`config.mk`:
```
export PLATFORM = sky130hd
export DESIGN_NAME = pdw_write_seq
export DESIGN_NICKNAME = d
export VERILOG_FILES = /design/src/rtl/pdw_pkg.sv /design/src/rtl/pdw_chunk_calc.sv /design/src/rtl/pdw_status_calc.sv /design/src/rtl/pdw_seq_ctrl.sv /design/src/rtl/pdw_write_seq.sv
export SDC_FILE = /design/constraint.sdc
export NUM_CORES = 1
export LEC_CHECK = 0
export BUFFER_PORTS_ARGS = -buffer_cell sky130_fd_sc_hd__buf_4
export CORE_UTILIZATION = 45
export DETAILED_ROUTE_END_ITERATION = 8
export PLACE_DENSITY_LB_ADDON = 0.15
export REMOVE_ABC_BUFFERS = 1
export SLEW_MARGIN = 15
export SYNTH_ARGS = -nofsm -noshare
export SYNTH_HDL_FRONTEND = slang
export SYNTH_SLANG_ARGS = --single-unit
```
`constraint.sdc`:
```
create_clock -name clk -period 12.65 [get_ports clk]
set_input_delay 3.795 -clock clk [delete_from_list [all_inputs] [get_ports clk]]
set_output_delay 3.795 -clock clk [all_outputs]
set_load 0.005 [all_outputs]
```
`src/rtl/pdw_pkg.sv`:
```
package pdw_pkg;
  localparam int PDW_ADDR_W   = 32;
  localparam int PDW_LEN_W    = 11;
  localparam int PDW_CHUNK_DW = 16;
  localparam int PDW_CNT_W    = $clog2(PDW_CHUNK_DW) + 1;

  typedef enum logic [1:0] {
    K_ISO   = 2'd0,
    K_SPLIT = 2'd1,
    K_QHEAD = 2'd2,
    K_QTD   = 2'd3
  } kind_e;

  typedef enum logic [1:0] {
    S_IDLE = 2'd0,
    S_DATA = 2'd1,
    S_STAT = 2'd2,
    S_DONE = 2'd3
  } seq_st_e;

  // enables of the final DWord given the byte count modulo four
  function automatic logic [3:0] tail_be(input logic [1:0] rem);
    case (rem)
      2'd1:    tail_be = 4'h1;
      2'd2:    tail_be = 4'h3;
      2'd3:    tail_be = 4'h7;
      default: tail_be = 4'hF;
    endcase
  endfunction

  // byte offset of the status window inside the structure
  function automatic logic [7:0] status_off(input kind_e k, input logic [2:0] uf);
    case (k)
      K_ISO:   status_off = 8'h04 + {3'd0, uf, 2'b00};
      K_SPLIT: status_off = 8'h0C;
      K_QHEAD: status_off = 8'h0C;
      default: status_off = 8'h04;
    endcase
  endfunction

  // status window length in DWords
  function automatic logic [PDW_CNT_W-1:0] status_dw(input kind_e k);
    case (k)
      K_ISO:   status_dw = PDW_CNT_W'(1);
      K_QHEAD: status_dw = PDW_CNT_W'(14);
      default: status_dw = PDW_CNT_W'(3);
    endcase
  endfunction
endpackage

```
`src/rtl/pdw_chunk_calc.sv`:
```
module pdw_chunk_calc
  import pdw_pkg::*;
#(
  parameter int ADDR_W   = PDW_ADDR_W,
  parameter int LEN_W    = PDW_LEN_W,
  parameter int CHUNK_DW = PDW_CHUNK_DW,
  parameter int CNT_W    = PDW_CNT_W
) (
  input  logic [ADDR_W-1:0] cur_addr,
  input  logic [LEN_W-1:0]  rem_bytes,
  output logic [CNT_W-1:0]  chunk_dw,
  output logic [3:0]        chunk_be,
  output logic              chunk_last,
  output logic [ADDR_W-1:0] next_addr,
  output logic [LEN_W-1:0]  next_rem
);
  localparam int SEG_W = $clog2(CHUNK_DW);

  logic [LEN_W:0]   rem_dw;
  logic [LEN_W:0]   room_dw;
  logic [SEG_W-1:0] seg_pos;

  always_comb begin
    seg_pos    = cur_addr[SEG_W+1:2];
    room_dw    = (LEN_W+1)'(CHUNK_DW) - (LEN_W+1)'(seg_pos);
    rem_dw     = ({1'b0, rem_bytes} + (LEN_W+1)'(3)) >> 2;
    chunk_last = (rem_dw <= room_dw);
    chunk_dw   = chunk_last ? CNT_W'(rem_dw) : CNT_W'(room_dw);
    chunk_be   = chunk_last ? tail_be(rem_bytes[1:0]) : 4'hF;
    next_addr  = cur_addr + (ADDR_W'(chunk_dw) << 2);
    next_rem   = chunk_last ? '0 : rem_bytes - (LEN_W'(chunk_dw) << 2);
  end
endmodule

```
`src/rtl/pdw_status_calc.sv`:
```
module pdw_status_calc
  import pdw_pkg::*;
#(
  parameter int ADDR_W = PDW_ADDR_W,
  parameter int CNT_W  = PDW_CNT_W
) (
  input  kind_e             kind,
  input  logic [ADDR_W-1:0] base,
  input  logic [2:0]        uframe,
  output logic [ADDR_W-1:0] st_addr,
  output logic [CNT_W-1:0]  st_dw
);
  always_comb begin
    st_addr = base + ADDR_W'(status_off(kind, uframe));
    st_dw   = status_dw(kind);
  end
endmodule

```
`src/rtl/pdw_seq_ctrl.sv`:
```
module pdw_seq_ctrl
  import pdw_pkg::*;
#(
  parameter int ADDR_W = PDW_ADDR_W,
  parameter int LEN_W  = PDW_LEN_W
) (
  input  logic              clk,
  input  logic              rst_n,
  input  logic              evt_valid,
  input  kind_e             evt_kind,
  input  logic [ADDR_W-1:0] evt_base,
  input  logic [ADDR_W-1:0] evt_buf,
  input  logic [LEN_W-1:0]  evt_bytes,
  input  logic [2:0]        evt_uframe,
  input  logic              wr_ready,
  input  logic              chunk_last,
  input  logic [ADDR_W-1:0] next_addr,
  input  logic [LEN_W-1:0]  next_rem,
  output seq_st_e           st,
  output logic              evt_take,
  output logic              data_fire,
  output logic              stat_fire,
  output logic              rem_zero,
  output kind_e             kind_q,
  output logic [ADDR_W-1:0] base_q,
  output logic [2:0]        uf_q,
  output logic [ADDR_W-1:0] cur_addr,
  output logic [LEN_W-1:0]  rem_bytes
);
  assign evt_take  = (st == S_IDLE) && evt_valid;
  assign data_fire = (st == S_DATA) && wr_ready;
  assign stat_fire = (st == S_STAT) && wr_ready;
  assign rem_zero  = (rem_bytes == '0);

  always_ff @(posedge clk) begin
    if (!rst_n) begin
      st        <= S_IDLE;
      kind_q    <= K_ISO;
      base_q    <= '0;
      uf_q      <= '0;
      cur_addr  <= '0;
      rem_bytes <= '0;
    end else begin
      case (st)
        S_IDLE: if (evt_take) begin
          kind_q    <= evt_kind;
          base_q    <= evt_base;
          uf_q      <= evt_uframe;
          cur_addr  <= {evt_buf[ADDR_W-1:2], 2'b00};
          rem_bytes <= evt_bytes;
          st        <= (evt_bytes == '0) ? S_STAT : S_DATA;
        end
        S_DATA: if (data_fire) begin
          cur_addr  <= next_addr;
          rem_bytes <= next_rem;
          if (chunk_last) st <= S_STAT;
        end
        S_STAT: if (stat_fire) st <= S_DONE;
        default: st <= S_IDLE;
      endcase
    end
  end

  // status phase only once the inbound data is used up
  p_data_first_r2: assert property (@(posedge clk) disable iff (!rst_n)
    (st == S_STAT) |-> rem_zero);
  // status acceptance leads to the done state, which then frees the port
  p_done_next_r12: assert property (@(posedge clk) disable iff (!rst_n)
    stat_fire |=> (st == S_DONE) ##1 (st == S_IDLE));
endmodule

```
`src/rtl/pdw_write_seq.sv`:
```
module pdw_write_seq
  import pdw_pkg::*;
#(
  parameter int ADDR_W   = PDW_ADDR_W,
  parameter int LEN_W    = PDW_LEN_W,
  parameter int CHUNK_DW = PDW_CHUNK_DW,
  parameter int CNT_W    = PDW_CNT_W
) (
  input  logic              clk,
  input  logic              rst_n,
  input  logic              evt_valid,
  output logic              evt_ready,
  input  logic [1:0]        evt_kind,
  input  logic [ADDR_W-1:0] evt_base,
  input  logic [ADDR_W-1:0] evt_buf,
  input  logic [LEN_W-1:0]  evt_bytes,
  input  logic [2:0]        evt_uframe,
  output logic              wr_valid,
  input  logic              wr_ready,
  output logic [ADDR_W-1:0] wr_addr,
  output logic [CNT_W-1:0]  wr_dwords,
  output logic [3:0]        wr_be,
  output logic              wr_is_status,
  output logic              done
);
  localparam int SEG_W = $clog2(CHUNK_DW);

  seq_st_e           st;
  logic              evt_take, data_fire, stat_fire, rem_zero;
  kind_e             kind_q;
  logic [ADDR_W-1:0] base_q, cur_addr, next_addr, st_addr;
  logic [2:0]        uf_q;
  logic [LEN_W-1:0]  rem_bytes, next_rem;
  logic [CNT_W-1:0]  chunk_dw, st_dw;
  logic [3:0]        chunk_be;
  logic              chunk_last;

  pdw_seq_ctrl #(.ADDR_W(ADDR_W), .LEN_W(LEN_W)) u_ctrl (
    .clk(clk), .rst_n(rst_n), .evt_valid(evt_valid),
    .evt_kind(kind_e'(evt_kind)), .evt_base(evt_base), .evt_buf(evt_buf),
    .evt_bytes(evt_bytes), .evt_uframe(evt_uframe), .wr_ready(wr_ready),
    .chunk_last(chunk_last), .next_addr(next_addr), .next_rem(next_rem),
    .st(st), .evt_take(evt_take), .data_fire(data_fire), .stat_fire(stat_fire),
    .rem_zero(rem_zero), .kind_q(kind_q), .base_q(base_q), .uf_q(uf_q),
    .cur_addr(cur_addr), .rem_bytes(rem_bytes)
  );

  pdw_chunk_calc #(.ADDR_W(ADDR_W), .LEN_W(LEN_W), .CHUNK_DW(CHUNK_DW),
                   .CNT_W(CNT_W)) u_chunk (
    .cur_addr(cur_addr), .rem_bytes(rem_bytes), .chunk_dw(chunk_dw),
    .chunk_be(chunk_be), .chunk_last(chunk_last), .next_addr(next_addr),
    .next_rem(next_rem)
  );

  pdw_status_calc #(.ADDR_W(ADDR_W), .CNT_W(CNT_W)) u_stat (
    .kind(kind_q), .base(base_q), .uframe(uf_q), .st_addr(st_addr), .st_dw(st_dw)
  );

  always_comb begin
    evt_ready    = (st == S_IDLE);
    wr_is_status = (st == S_STAT);
    wr_valid     = (st == S_DATA) || (st == S_STAT);
    done         = (st == S_DONE);
    wr_addr      = wr_is_status ? st_addr : cur_addr;
    wr_dwords    = wr_is_status ? st_dw : chunk_dw;
    wr_be        = wr_is_status ? 4'hF : chunk_be;
  end

  // a request only appears after an event handshake or an earlier request
  p_start_r1: assert property (@(posedge clk) disable iff (!rst_n)
    (wr_valid && !$past(wr_valid)) |-> $past(evt_take));
  // data chunks stay inside one 64-byte segment
  p_segment_r3: assert property (@(posedge clk) disable iff (!rst_n)
    (wr_valid && !wr_is_status) |->
      (wr_dwords != '0) &&
      ((CNT_W+1)'(wr_addr[SEG_W+1:2]) + (CNT_W+1)'(wr_dwords) <= (CNT_W+1)'(CHUNK_DW)));
  // status writes carry full enables
  p_status_be_r5: assert property (@(posedge clk) disable iff (!rst_n)
    (wr_valid && wr_is_status) |-> (wr_be == 4'hF));
  // an unacknowledged request is held
  p_hold_r11: assert property (@(posedge clk) disable iff (!rst_n)
    (wr_valid && !wr_ready) |=> wr_valid && $stable(wr_addr) && $stable(wr_dwords)
                                && $stable(wr_be) && $stable(wr_is_status));
  // done is a single-cycle pulse after the status acceptance
  p_done_pulse_r12: assert property (@(posedge clk) disable iff (!rst_n)
    done |=> !done && evt_ready);
endmodule

```
### After elaboration in Yosys (flattened, before gate mapping)

Cells that the tools add are included.
Widths: inputs -> output; s select.

* add/sub/neg operators: 6
* multiplexer cells: 21
* $lt $le $gt $ge: 1
* eq/ne operators: 12
* reduce and logical (&&, ||, !) cells: 12

Operators with widths (number)
* $mux 32: 3
* $pmux 32 s2: 1
* $mux 11: 3
* $add 32x7->32: 1
* $add 32x8->32: 1
* $pmux 11 s2: 1
* $pmux 8 s2: 1
* $add 11x2->12 const B: 1
* $le 10x12->1: 1
* $pmux 4 s3: 1
* $logic_not 11->1: 1
* $sub 11x7->11: 1
* $eq 2x2->1 const B: 5
* $mux 2: 5
* $mux 5: 2
* $mux 4: 2
* $pmux 4 s2: 1
* $add 3x5->6 const A: 1
* $eq 2x1->1 const B: 3
* $pmux 2 s3: 1
* $sub 5x4->6 const A: 1
* $logic_not 2->1: 2
* $ne 2x1->1 const B: 2
* $ne 2x2->1 const B: 2
* 7 further kinds: 9

* register bits: 82
* word-level logic and storage cells: 58
* output and inout bits: 45

### Depth between registers and ports, before layout

Gate-level depths: netlist (run 1).

* depth in word-level cells: 7
* mapped depth: 24
* gate-level depth less buffers: 21

### By module

A second synthesis (run 1) with hierarchy kept.

* cells, all modules: 758
* area total of the unflattened synthesis: 6934.2 um^2

Modules (own cells, without submodules)
* pdw_seq_ctrl: instances 1, sequential area each 1641.6 um^2, cells each 393, area an instance 3907.5 um^2
* pdw_chunk_calc: instances 1, sequential area each 0.0 um^2, cells each 188, area an instance 1421.4 um^2
* pdw_status_calc: instances 1, sequential area each 0.0 um^2, cells each 126, area an instance 900.9 um^2
* pdw_write_seq: instances 1, sequential area each 0.0 um^2, cells each 51, area an instance 704.4 um^2

### Worst setup path after synthesis (run 1)

No wires, ideal clock.

* path type: reg2out
* from: reg u_ctrl.kind_q[1]
* to: out wr_addr[28]
* arrival time: 3.162 ns
* path slack: 5.693 ns
* data required time: 8.855 ns
* stages on the path, launching flop included: 14
* buffers on the path: 0
* path through: dfxtp_1 > inv_1 > ha_1 > a21oi_1 > or2_2 > fa_1 > nor2b_1 > o21ai_0 > a2111oi_0 > nand3_1 > nor2_1 > nand2_1 > xor2_1 > a21oi_1

* cells in the longest elaborated chain, start to end: 5
* elaborated cells between the ends (all ways): 7
* classes of those cells: add/sub: 1; eq/ne: 2; mux: 2; reduce/logical: 2

RTL lines
* start, declared: line pdw_seq_ctrl.sv:24 `output kind_e kind_q,`
* start signal, assigned: line pdw_seq_ctrl.sv:46 `kind_q <= evt_kind;`
* $eq 2x1->1 / $eq 2x2->1 (equally long branches): line pdw_pkg.sv:33 `case (k)`
* $reduce_or 2->1 (no source line)
* $pmux 8 s2 (*): line pdw_pkg.sv:33
* $add 32x8->32 (*): line pdw_status_calc.sv:14 `st_addr = base + ADDR_W'(status_off(kind, uframe));`
* $mux 32 (*): line pdw_write_seq.sv:64 `wr_addr = wr_is_status ? st_addr : cur_addr;`
* end, declared: line pdw_write_seq.sv:20 `output logic [ADDR_W-1:0] wr_addr,`

Mark *: on every way between the ends. The rest lies on a longest branch, timed or not.

### Final worst setup path (run 1)

* from: reg u_ctrl.rem_bytes[0]
* to: out wr_dwords[3]

* cells in the longest elaborated chain, start to end: 4

RTL lines
* start, declared: line pdw_seq_ctrl.sv:28 `output logic [LEN_W-1:0] rem_bytes`
* start signal, assigned: line pdw_seq_ctrl.sv:50 `rem_bytes <= evt_bytes;`
* start signal, assigned: line pdw_seq_ctrl.sv:55 `rem_bytes <= next_rem;`
* $add 11x2->12 (*): line pdw_chunk_calc.sv:26 `rem_dw = ({1'b0, rem_bytes} + (LEN_W+1)'(3)) >> 2;`
* $le 10x12->1: line pdw_chunk_calc.sv:27 `chunk_last = (rem_dw <= room_dw);`
* $mux 5 (*): line pdw_chunk_calc.sv:28 `chunk_dw = chunk_last ? CNT_W'(rem_dw) : CNT_W'(room_dw);`
* $mux 5 (*): line pdw_write_seq.sv:65 `wr_dwords = wr_is_status ? st_dw : chunk_dw;`
* end, declared: line pdw_write_seq.sv:21 `output logic [CNT_W-1:0] wr_dwords,`

Marked as above.

==> results.yml, run 1 <==
run_status:
  status: "finished, final reports clean"
place:
  dpl_worst_slack_ns: 4.882
  placed_cells: 1074
  dp_hpwl_mm: 11.49
  postPlaceCellArea_um2: 6899
  routabilityCongestion: 0.8925
  portBuffers: 125
setup_path:
  cp_cell_sequence: "inv_1 -> ha_1 -> nand3b_2 -> nor3_1 -> xor2_1 -> ha_1 -> mux2i_1 -> a21oi_1 -> nand4bb_1 -> mux2i_1 -> inv_1 -> mux2_2 -> buf_4"
  cp.depth: 13
  r2r_cells: 19
  cp.required_ns: 8.85
  rrSetupSlack_ns: 6.58
  cp_top_family: "simple AND/OR/NAND/NOR gates"
  crit_fanout: 17
  end_kind: "primary output"
  worst_setup_path_start_kind: "flop"
  worstPathArrival_ns: 4.39
  critPathMaxStageDelay_ns: 0.79
  crit_type: "flop to primary output"
  worstPathBufferInverterCount: 3
  crit_slowest_cell: "nand4bb_1"
clock_tree:
  clk_latency_ns: 0.34
  clock-sinks: 80
  clock_path_buffers: 2
  cts-root-buf: "clkbuf_16"
  htreeDepth: 3
  cts_buffers: 9
  cts_tree: "built"
  clk_pin_slew_worst_paths_ns: 0.06
  hold_buffers: 0
  cts_setup_buffers: 0
  post_cts_resized: 0
final_layout:
  multi_input_area_um2: 3968
  fin_nets: 1029
  antenna_cells: 0
  mostFrequentLayoutCells: "buf_4 (133), nand2_1 (128), a21oi_1 (108)"
  area.growth.synth_to_final_pct: 22.29
  layout-drive-gt1-share_pct: 18.87
  ff_latch_area_um2: 1602
  fill_cells: 1238
  final_common_cell: "buf_4"
  stdcell_count: 1089
  stdcell_area_um2: 7207
global_routing:
  grt.total_usage_pct: 24.95
  grt-ovfl-total: 0
  grt_pass1_wl_mm: 26.42
  grt_max_degree: 71
  grt_pass1_vias: 5214
  antenna_found_initial: 0
floorplanning:
  die_h_um: 116.4
  fp-row-count: 41
  dieArea_um2: 13560
  core_area_um2: 12670
  start_util_pct: 46.51
  die_w_um: 116.4
  io_pins: 129
detailed_routing:
  drcViolationCount: 0
  vias: 6010
  drtAntennaViolNets: 0
  drtPass1Iterations: 5
  drt-vias-per-instance: 5.519
  drtIter0Drc: 426
  drt-total-wl_mm: 16.31
  wire_per_inst_um: 14.98
timing:
  fmax_mhz: 122.2
  report.final.slew_viol_count: 0
  setup-tns-final_ns: 0
  period_needed_ns: 8.182
  grt_setup_unrepaired: "no"
  finClkSkew_ns: 0.007295
  tightest_slew_ns: 0.9828
  period_share_pct: 64.68
  layout_setup_ws_ns: 4.468
  finalSetupViolCount: 0
  hold_viol_final: 0
  relSlewSlack_pct: 32.79
  whs_ns: 0.4497
synth:
  yosysWarnings: 0
  synth_area_leader_cell: "dfxtp_1"
  synth_top_area_share_pct: 27.18
  syn-mean-instance-area_um2: 7.161
  synth-seq-cells: 80
  async_flop_share_pct: 0
  ys_seq_area_share_pct: 27.18
  synthesis.area_um2: 5893
  syn-instance-count: 823
  synth_edf_count: 0
  yosysUniqueCellTypes: 68
  synth_ff_type: "dfxtp_1"
  yosys-top-cells-area: "dfxtp_1 (27%), a21oi_1 (9.2%), nand2_1 (8.2%)"
power_and_ir_drop:
  p_int_w: 0.001137
  leakage_nw: 2.943
  p_sw_w: 0.001032
  peakVddDrop_v: 0.0001503
  comb_power_share_pct: 66.9
  pwr-share-clk_pct: 12.7
  power_frac_seq_pct: 20.4
  swShare_pct: 47.58
  power.density_nw_per_um2: 301.0
run:
  cap_violations: 0
min_path:
  hp-class: "flop to flop"
  min_path_cells: 2
## layout make-up
cell class                      instances  share of cell area (%)
Multi-Input combinational cell        658                   55.05
Clock buffer                           13                   3.750
Inverter                               31                   1.615
Tap cell                              172                   2.986
Clock inverter                          2                  0.5208
Timing Repair Buffer                  133                   13.85
Sequential cell                        80                   22.22
## cell families after synthesis
| family | Yosys count | share of synthesized area (%) |
|---|---|---|
| buffers and inverters | 85 | 5.584 |
| adder cells (fa/ha/maj) | 32 | 7.176 |
| XOR/XNOR | 46 | 6.837 |
| AND/OR/NAND/NOR | 334 | 26.22 |
| AO/OA/AOI/OAI | 226 | 23.48 |
| flip-flops | 80 | 27.18 |
| multiplexers | 19 | 3.461 |
| other | 1 | 0.06363 |
## synth_stat cells, types with 6 or more instances
library cell and n:
nand2_1 128, a21oi_1 108, nor2_1 85, dfxtp_1 80, clkbuf_1 42, o21ai_0 31
inv_1 30, ha_1 29, nand3_1 29, xnor2_1 27, and3_1 21, xor2_1 19
nand4_1 14, nor3_1 12, a211oi_1 11, a31oi_1 11, mux2i_1 11, a21o_1 8
nor2b_1 8, and2_1 7, mux2_2 7, nor4_1 7, o22ai_1 7, or3_1 7
buf_1 6
## stage by stage
| step | utilization [%] | power (W) |
|---|---|---|
| final | 56.88 | 0.002169 |
| after global routing | 56.88 | 0.002375 |
| after CTS | 56.88 | 0.002169 |
| after detailed placement | 54.45 | 0.001884 |
| after global placement | 54.45 | 0.001875 |
| after floorplan | - | 0.001413 |
## per-layer routing
layer  part of all wire, %  wire [um]  vias to the layer above  global-route usage, %
li1                      -          -                     3078                      -
met1                    50       8198                     2731                  36.64
met2                    42       6837                      178                  36.02
met3                   5.8        942                       23                  4.100
met4                   2.1        337                        0                  9.829
met5                     0          0                        -                      0
## registers in the layout (all words and copies together), names as in the netlist
name and cells:
u_ctrl.kind_q 2, u_ctrl.st 2, u_ctrl.uf_q 3, u_ctrl.rem_bytes 11, u_ctrl.base_q 32, u_ctrl.cur_addr 30
## final timing paths
check                              to                 from
setup reg to reg  u_ctrl.cur_addr[15]  u_ctrl.rem_bytes[0]
hold / removal       u_ctrl.base_q[1]     u_ctrl.base_q[1]
hold reg to reg      u_ctrl.base_q[1]     u_ctrl.base_q[1]
setup / recovery         wr_dwords[3]  u_ctrl.rem_bytes[0]
## power by group through the flow
stage               sequential, W  clock (W)  combinational [W]
global route             0.000456   0.000291            0.00163
floorplan                0.000414          0           0.000999
detailed placement       0.000445          0            0.00144
global placement         0.000444          0            0.00143
finish                   0.000443   0.000275            0.00145
CTS                      0.000440   0.000281            0.00145
## tightest hold or removal path: cells and delay by family (launching register included)
kind             cells  cell delay [ns]
AO/OA/AOI/OAI        1             0.05
flip-flops           1             0.30
AND/OR/NAND/NOR      1             0.05
No activity file was read; power rests on OpenSTA's default activity.
==> inputs of run 2 (changes only) <==
- clock period: 12.65 -> 8.38 ns (I/O delays scaled with it)
==> results.yml, run 2 (synthesis results as in run 1) <==
floorplanning:
  io_pins: 129
  start_util_pct: 46.51
  die_h_um: 116.4
  dieArea_um2: 13560
  core_area_um2: 12670
  fp-row-count: 41
  die_w_um: 116.4
final_layout:
  final_common_cell: "buf_4"
  mostFrequentLayoutCells: "buf_4 (133), nand2_1 (128), a21oi_1 (108)"
  fin_util_pct: 56.68
  stdcell_count: 1090
  fin_nets: 1029
  largest_register_ffs: 32
  layout-drive-gt1-share_pct: 18.63
  largestRegisters: "u_ctrl.base_q x32, u_ctrl.cur_addr x30, u_ctrl.rem_bytes x11"
  area.growth.synth_to_final_pct: 21.87
  antenna_cells: 0
  regMostFlops: "u_ctrl.base_q"
timing:
  hold_viol_final: 0
  fmax_mhz: 144.8
  whs_ns: 0.4497
  finalSetupViolCount: 0
  finClkSkew_ns: 0.009606
  report.final.slew_viol_count: 0
  setup-tns-final_ns: 0
  relSlewSlack_pct: 31.38
  tightest_slew_ns: 1.003
  period_needed_ns: 6.906
  period_share_pct: 82.41
  grt_setup_unrepaired: "no"
clock_tree:
  cts-root-buf: "clkbuf_16"
  clk_latency_ns: 0.35
  clock_path_buffers: 2
  cts_setup_buffers: 0
  post_cts_resized: 0
  cts_tree: "built"
  hold_buffers: 0
  htreeDepth: 3
  clock-sinks: 80
  clk_pin_slew_worst_paths_ns: 0.06
  cts_buffers: 9
detailed_routing:
  wire_per_inst_um: 15.14
  drtPass1Iterations: 5
  drt-total-wl_mm: 16.50
  drt-vias-per-instance: 5.506
  vias: 6002
  drcViolationCount: 0
  drtIter0Drc: 431
  drtAntennaViolNets: 0
power_and_ir_drop:
  power_w: 0.003270
  comb_power_share_pct: 67.5
  leakage_nw: 2.929
  p_sw_w: 0.001574
  peakVddDrop_v: 0.0001967
  power.density_nw_per_um2: 455.3
  power_frac_seq_pct: 20.5
  p_int_w: 0.001696
  pwr-share-clk_pct: 12.0
  swShare_pct: 48.13
setup_path:
  cp.required_ns: 5.87
  worstPathArrival_ns: 4.39
  worst_setup_path_start_kind: "flop"
  crit_fanout: 17
  end_kind: "primary output"
  crit_type: "flop to primary output"
global_routing:
  gr-usage-met1_pct: 35.84
  grt_max_degree: 71
  grt.met3_usage_pct: 3.736
  grtUsageMet2_pct: 36.65
  grt_pass1_wl_mm: 26.05
  grt.total_usage_pct: 24.78
  busiest_layer: "met2"
  grt_pass1_vias: 5200
  antenna_found_initial: 0
  grt-ovfl-total: 0
place:
  dp_hpwl_mm: 11.59
  placed_cells: 1074
  portBuffers: 125
  routabilityCongestion: 0.8935
run_status:
  status: "finished, final reports clean"
min_path:
  hp-class: "flop to flop"
run:
  cap_violations: 0
run 2: cell count changes in the layout (fill, tap and decap cells not counted):
cell      previous run  this run
clkbuf_1             1         4
clkbuf_8             3         0
clkinv_2             0         1
run 2: final timing paths:
kind	from	to	slack, ns	cells after the start
max	u_ctrl.rem_bytes[0]	wr_dwords[3]	1.47	13
min	u_ctrl.base_q[1]	u_ctrl.base_q[1]	0.45	2
max reg2reg	u_ctrl.rem_bytes[0]	u_ctrl.cur_addr[15]	2.30	19
min reg2reg	u_ctrl.base_q[1]	u_ctrl.base_q[1]	0.45	2
run 2: area by class of cell:
class / count / area (um^2)
flip-flops and latches: 80 / 1602
fillers: 1292 / 5489
clock buffers: 13 / 240.2
repair buffers: 133 / 998.5
well taps: 172 / 215.2
clock inverters: 3 / 42.54
multi-input cells: 658 / 3968
inverters: 31 / 116.4
run 2: power by group through the flow:
stage | clock [W] | sequential, W | combinational, W
after global placement | 0 | 0.000669 | 0.00216
final | 0.000391 | 0.000670 | 0.00221
after CTS | 0.000398 | 0.000665 | 0.00220
after floorplan | 0 | 0.000625 | 0.00151
after detailed placement | 0 | 0.000672 | 0.00218
after global routing | 0.000412 | 0.000691 | 0.00246
run 2: critical path, stage by stage (launching register included):
cell       delay, ns
dfxtp_1         0.40
inv_1           0.07
ha_1            0.25
nand3b_2        0.32
nor3_1          0.22
xor2_1          0.21
ha_1            0.27
mux2i_1         0.16
a21oi_1         0.08
nand4bb_1       0.80
mux2i_1         0.62
inv_1           0.19
mux2_2          0.31
buf_4           0.14
run 2: per-layer routing:
metal	vias to the layer above	share of wire, %
met5	-	0
met4	0	1.8
met3	19	5.8
met2	180	43
met1	2715	49
li1	3088	-
run 2: per-stage QoR:
stage	instance area, um^2	setup WS [ns]
finish	7182	1.474
global route	7182	1.112
CTS	7182	1.505
detailed placement	6899	1.906
global placement	6899	1.913
floorplan	5680	2.694
